--- src/rtl/pfd_pkg.sv ---
package pfd_pkg;

    typedef enum logic [2:0] {
        ST_IDLE      = 3'd0,
        ST_REF_AHEAD = 3'd1,
        ST_VCO_AHEAD = 3'd2,
        ST_OVERLAP   = 3'd3,
        ST_OFF       = 3'd4
    } pfd_state_t;

endpackage

--- src/rtl/pfd_strobe_sync.sv ---
module pfd_strobe_sync #(
    parameter int STAGES = 2
) (
    input  logic clk,
    input  logic rst,
    input  logic strobe_i,
    output logic rise_o
);
    localparam int LAST = STAGES - 1;

    logic [LAST:0] chain_q;
    logic          prev_q;

    generate
        if (STAGES == 1) begin : g_single
            always_ff @(posedge clk) begin
                if (rst) chain_q <= '0;
                else     chain_q <= strobe_i;
            end
        end else begin : g_multi
            always_ff @(posedge clk) begin
                if (rst) chain_q <= '0;
                else     chain_q <= {chain_q[LAST-1:0], strobe_i};
            end
        end
    endgenerate

    always_ff @(posedge clk) begin
        if (rst) prev_q <= 1'b0;
        else     prev_q <= chain_q[LAST];
    end

    assign rise_o = chain_q[LAST] & ~prev_q;

endmodule

--- src/rtl/pfd_fsm.sv ---
module pfd_fsm
    import pfd_pkg::*;
#(
    parameter int OVL_CYCLES = 3
) (
    input  logic clk,
    input  logic rst,
    input  logic ref_rise_i,
    input  logic vco_rise_i,
    input  logic pol_i,
    input  logic off_i,
    output logic src_o,
    output logic snk_o,
    output logic drv_en_o,
    output logic r_n_o,
    output logic v_n_o
);
    localparam int CW = (OVL_CYCLES < 2) ? 1 : $clog2(OVL_CYCLES);
    localparam logic [CW-1:0] CNT_LAST = CW'(OVL_CYCLES - 1);

    pfd_state_t    state_q, state_d;
    logic [CW-1:0] cnt_q, cnt_d;
    logic          pol_q;
    logic          up, dn, ovl;

    // state register
    always_ff @(posedge clk) begin
        if (rst) begin
            state_q <= ST_IDLE;
            cnt_q   <= '0;
            pol_q   <= 1'b0;
        end else begin
            state_q <= state_d;
            cnt_q   <= cnt_d;
            pol_q   <= pol_i;
        end
    end

    // next state
    always_comb begin
        state_d = state_q;
        unique case (state_q)
            ST_IDLE: begin
                if (ref_rise_i && vco_rise_i) state_d = ST_OVERLAP;
                else if (ref_rise_i)          state_d = ST_REF_AHEAD;
                else if (vco_rise_i)          state_d = ST_VCO_AHEAD;
            end
            ST_REF_AHEAD: begin
                if (vco_rise_i) state_d = ST_OVERLAP;
            end
            ST_VCO_AHEAD: begin
                if (ref_rise_i) state_d = ST_OVERLAP;
            end
            ST_OVERLAP: begin
                if (cnt_q == CNT_LAST) begin
                    if (ref_rise_i && !vco_rise_i)      state_d = ST_REF_AHEAD;
                    else if (vco_rise_i && !ref_rise_i) state_d = ST_VCO_AHEAD;
                    else                                state_d = ST_IDLE;
                end
            end
            ST_OFF: begin
                state_d = ST_IDLE;
            end
            default: state_d = ST_IDLE;
        endcase
        if (off_i) state_d = ST_OFF;
    end

    // overlap width counter
    always_comb begin
        if (state_q == ST_OVERLAP && state_d == ST_OVERLAP) cnt_d = cnt_q + CW'(1);
        else                                                 cnt_d = '0;
    end

    // outputs
    always_comb begin
        up  = 1'b0;
        dn  = 1'b0;
        ovl = 1'b0;
        unique case (state_q)
            ST_REF_AHEAD: up  = 1'b1;
            ST_VCO_AHEAD: dn  = 1'b1;
            ST_OVERLAP:   ovl = 1'b1;
            ST_IDLE, ST_OFF: ;
            default: ;
        endcase
        src_o    = pol_q ? dn : up;
        snk_o    = pol_q ? up : dn;
        drv_en_o = up | dn;
        r_n_o    = ~((pol_q ? dn : up) | ovl);
        v_n_o    = ~((pol_q ? up : dn) | ovl);
    end

endmodule

--- src/rtl/pfd_lock.sv ---
module pfd_lock (
    input  logic clk,
    input  logic rst,
    input  logic ld_en_i,
    input  logic r_n_i,
    input  logic v_n_i,
    output logic lock_o
);
    logic en_q;

    always_ff @(posedge clk) begin
        if (rst) en_q <= 1'b0;
        else     en_q <= ld_en_i;
    end

    assign lock_o = en_q & r_n_i & v_n_i;

endmodule

--- src/rtl/pfd_lockdet.sv ---
module pfd_lockdet #(
    parameter int SYNC_STAGES = 2,
    parameter int OVL_CYCLES  = 3
) (
    input  logic clk,
    input  logic rst,
    input  logic ref_strobe_i,
    input  logic vco_strobe_i,
    input  logic pol_i,
    input  logic dis_i,
    input  logic stby_i,
    input  logic ld_en_i,
    output logic src_o,
    output logic snk_o,
    output logic drv_en_o,
    output logic r_n_o,
    output logic v_n_o,
    output logic lock_o
);
    logic ref_rise, vco_rise;
    logic off_req;

    assign off_req = dis_i | stby_i;

    pfd_strobe_sync #(.STAGES(SYNC_STAGES)) u_ref_sync (
        .clk      (clk),
        .rst      (rst),
        .strobe_i (ref_strobe_i),
        .rise_o   (ref_rise)
    );

    pfd_strobe_sync #(.STAGES(SYNC_STAGES)) u_vco_sync (
        .clk      (clk),
        .rst      (rst),
        .strobe_i (vco_strobe_i),
        .rise_o   (vco_rise)
    );

    pfd_fsm #(.OVL_CYCLES(OVL_CYCLES)) u_fsm (
        .clk        (clk),
        .rst        (rst),
        .ref_rise_i (ref_rise),
        .vco_rise_i (vco_rise),
        .pol_i      (pol_i),
        .off_i      (off_req),
        .src_o      (src_o),
        .snk_o      (snk_o),
        .drv_en_o   (drv_en_o),
        .r_n_o      (r_n_o),
        .v_n_o      (v_n_o)
    );

    pfd_lock u_lock (
        .clk     (clk),
        .rst     (rst),
        .ld_en_i (ld_en_i),
        .r_n_i   (r_n_o),
        .v_n_i   (v_n_o),
        .lock_o  (lock_o)
    );

endmodule

--- config.mk ---
export PLATFORM = sky130hd
export DESIGN_NAME = pfd_lockdet
export DESIGN_NICKNAME = d
export VERILOG_FILES = /design/src/rtl/pfd_pkg.sv /design/src/rtl/pfd_strobe_sync.sv /design/src/rtl/pfd_fsm.sv /design/src/rtl/pfd_lock.sv /design/src/rtl/pfd_lockdet.sv
export SDC_FILE = /design/constraint.sdc
export NUM_CORES = 1
export LEC_CHECK = 0
export BUFFER_PORTS_ARGS = -buffer_cell sky130_fd_sc_hd__buf_2
export CAP_MARGIN = 20
export CORE_AREA = 2 2 39 41
export CTS_BUF_LIST = sky130_fd_sc_hd__clkbuf_4
export DETAILED_ROUTE_END_ITERATION = 7
export DIE_AREA = 0 0 41 43
export GPL_TIMING_DRIVEN = 0
export PLACE_DENSITY = 0.68
export SLEW_MARGIN = 20
export SYNTH_ARGS = -nofsm -noshare
export SYNTH_HDL_FRONTEND = slang
export SYNTH_SLANG_ARGS = --single-unit
--- constraint.sdc ---
create_clock -name clk -period 1.2 [get_ports clk]
set_input_delay 0.18 -clock clk [delete_from_list [all_inputs] [get_ports clk]]
set_output_delay 0.18 -clock clk [all_outputs]
set_load 0.03 [all_outputs]
==> flow_summary_export.csv <==
group,metric,value,unit
status,violations,"setup timing",
global_routing,overflow,0,
detailed_routing,wl_met1,466,microns
placed_design,numPlacedInstances,84,
layout,final_cells,90,
floorplan,start_util,41.5,%
layout,num-fill-cells,126,
clocking,cts_tree,"done",
detailed_routing,avgViaCountPerCell,5.17,
clocking,htree_num_levels,1,
floorplan,die_area,1760,sq um
sta,fin_crit,1.58,ns
clocking,worstSkewPairLatency,0.27,ns
yosys,synth_warnings,0,
setup_path,cp-start-kind,"flop",
setup_path,cpLargestDelayFamily,"simple AND/OR/NAND/NOR gates",
detailed_routing,drc,0,
sta,finalClockSkew,0.00267,ns
clocking,clkTransAtPathRegs,0.08,ns
floorplan,die_w,41,microns
yosys,synthesis.nets,64,
setup_path,path_class,"reg -> out",
clocking,cts-buffers-inserted,3,
sta,setup_viol_count_final,6,
yosys,ys_types,26,
power,cellLeakagePower,0.000292,uW
setup_path,end_kind,"output port",
floorplan,io_pins,14,
setup_path,worstPathArrival,1.40,ns
clocking,clockBufferDepth,2,
detailed_routing,drt-total-wl,1090,microns
sta,final_hold_viol_count,0,
yosys,synth_top_cell_area_share,45.3,%
yosys,syn_area,574,sq um
global_routing,grt_max_degree,11,
global_routing,grt_pass1_vias,492,
yosys,synthCells,55,
sta,clock.fmax,633,MHz
sta,worst_slew_pin_slew,0.296,ns
clocking,hold_buffers,0,
sta,slew_headroom,80.1,%
layout,final_util,58.8,%
sta,fin_ws,-0.379,ns
status,status,"finished, violations left",
setup_path,cp_max_fo,5,
setup_path,cp_slowest_cell,"or3b_4",
setup_path,max_stage_delay,0.39,ns
detailed_routing,firstDrtPassIters,4,
placed_design,hpwl,739,microns
detailed_routing,vias,465,
floorplan,rows,14,
setup_path,cp.buffers_inverters,1,
sta,drv_slew,0,
yosys,ys_seq_elements,13,
global_routing,grt_usage,15.8,%
yosys,yosys-top-cells-area,"dfxtp_1 (45%), nor2b_1 (11%), a21oi_2 (4.6%), nand3b_1 (3.9%), nor4_4 (3.7%)",
global_routing,antenna_found_initial,0,
sta,period_share,132,%
run,max_cap_violations,0,
sta,fin_hold_ws,0.111,ns
layout,area_delta_synth_final,41.6,%
floorplan,core,1380,sq um
layout,nNetsFinal,84,
layout,final_layout_size_suffix_gt1_share,51.4,%
detailed_routing,antenna_left,0,
setup_path,critical_path.cell_chain,"or3b_4 > a21oi_4 > a21oi_4 > buf_6",
sta,rsz0062_at_grt,"yes",
detailed_routing,post_drt_wl_per_cell,12.1,microns
placed_design,dp_slack,-0.219,ns
layout,final_cell_mix,"nor2b_1 (10), dfxtp_1 (10), buf_6 (9), buf_2 (7)",
detailed_routing,top_layer,"met4",
detailed_routing,wl_met3,26,microns
setup_path,crit_top_cell,"a21oi_4",
clocking,cts_root_buf,"clkbuf_4",
power,power_density,1000,nW/um^2
yosys,yosysSeqAreaShare,45.3,%
layout,n_antenna_cell,0,
setup_path,required,1.02,ns
floorplan,die_h,43,microns
worst_hold_path,hp-class,"in -> reg",
yosys,synth_area_leader_cell,"dfxtp_1",
detailed_routing,drtIter0Drc,3,
placed_design,place_congestion,0.675,
power,ir_drop,0.747,mV
detailed_routing,dr_wl_met2,591,microns
clocking,cts_sinks,13,
power,total_power,815,uW
yosys,syn_area_per_cell,10.4,sq um
placed_design,io_buffers,13,
global_routing,grt_pass1_wl,1850,microns
## cell type report
class	count	area, sq um	share of cell area [%]
Buffer	1	11.3	1.38
Sequential cell	13	267	32.8
Multi-Input combinational cell	39	349	42.9
Tap cell	16	20.0	2.46
Inverter	1	3.75	0.462
Timing Repair Buffer	16	133	16.3
Clock buffer	4	30.0	3.69
## kinds of logic (layout without fill, tap and decap cells)
| group | count (synthesis) | count (layout) | share of synthesized area [%] |
|---|---|---|---|
| AND/OR/NAND/NOR | 28 | 28 | 35.3 |
| buffers and inverters | 3 | 22 | 3.48 |
| adder cells (fa/ha/maj) | 1 | 1 | 2.18 |
| XOR/XNOR | 1 | 1 | 1.53 |
| flip-flops | 13 | 13 | 45.3 |
| AO/OA/AOI/OAI | 9 | 9 | 12.2 |
## what timing repair did
action	CTS	global route
buffers inserted	1	2
endpoints found under the setup margin	9	8
hold endpoints to repair	0	0
pin swaps	1	5
gates resized for setup	16	7
gates cloned	0	0
## state kept, by name (all words and copies together) (netlist names)
name,cells
u_fsm.state_q,3
u_ref_sync.prev_q,1
u_fsm.pol_q,1
u_vco_sync.prev_q,1
u_vco_sync.chain_q,2
u_ref_sync.chain_q,2
u_lock.en_q,1
u_fsm.cnt_q,2
## routing by layer
layer,vias up,global-route usage (%)
li1,227,-
met1,227,14.6
met2,9,28.4
met3,2,3.14
met4,0,10.0
met5,-,0
## worst reg2reg max path, cell delays in order (launching register included)
cell	delay, ns
dfxtp_2	0.41
nor3b_1	0.28
a22oi_2	0.15
nor3_2	0.19
## synthesized netlist by cell type
master,n
a31oi_1,1
nand4b_1,1
o21ai_1,1
a22oi_2,1
nor4_4,1
a21oi_2,3
ha_1,1
or3b_4,1
a21boi_1,1
nand2_1,1
or3b_1,1
a21oi_1,1
buf_2,1
nand2b_1,1
nor3b_1,1
nor2_1,4
dfxtp_1,13
nor3_2,2
nand4_1,1
xnor2_1,1
nor2b_2,1
inv_1,1
nand3b_1,3
o21a_1,1
nor2b_1,10
buf_6,1
## through the flow
| stage | area [sq um] | TNS, ns |
|---|---|---|
| floorplan | 612 | -0.463 |
| global placement | 697 | -0.860 |
| detailed placement | 697 | -1.01 |
| CTS | 782 | -2.03 |
| global route | 813 | -2.21 |
| finish | 813 | -1.87 |
## power by group
part | total [uW] | internal, uW | switching, uW | leakage [uW]
Combinational | 59.7 | 30.6 | 29.1 | 0.000165
Clock | 297 | 151 | 146 | 0.0000184
Sequential | 459 | 444 | 14.9 | 0.000108
## final timing paths
kind	endpoint	startpoint	slack, ns	cells past startpoint
hold reg to reg	u_vco_sync.chain_q[1]$_SDFF_PP0_	u_vco_sync.chain_q[0]$_SDFF_PP0_	0.45	1
setup / recovery	v_n_o	u_fsm.state_q[1]$_SDFF_PP0_	-0.38	4
hold / removal	u_ref_sync.chain_q[0]$_SDFF_PP0_	ref_strobe_i	0.11	2
setup reg to reg	u_fsm.cnt_q[1]$_SDFF_PP0_	u_fsm.state_q[2]$_SDFF_PP0_	0.10	3
Power figures use the tool's default switching activity.
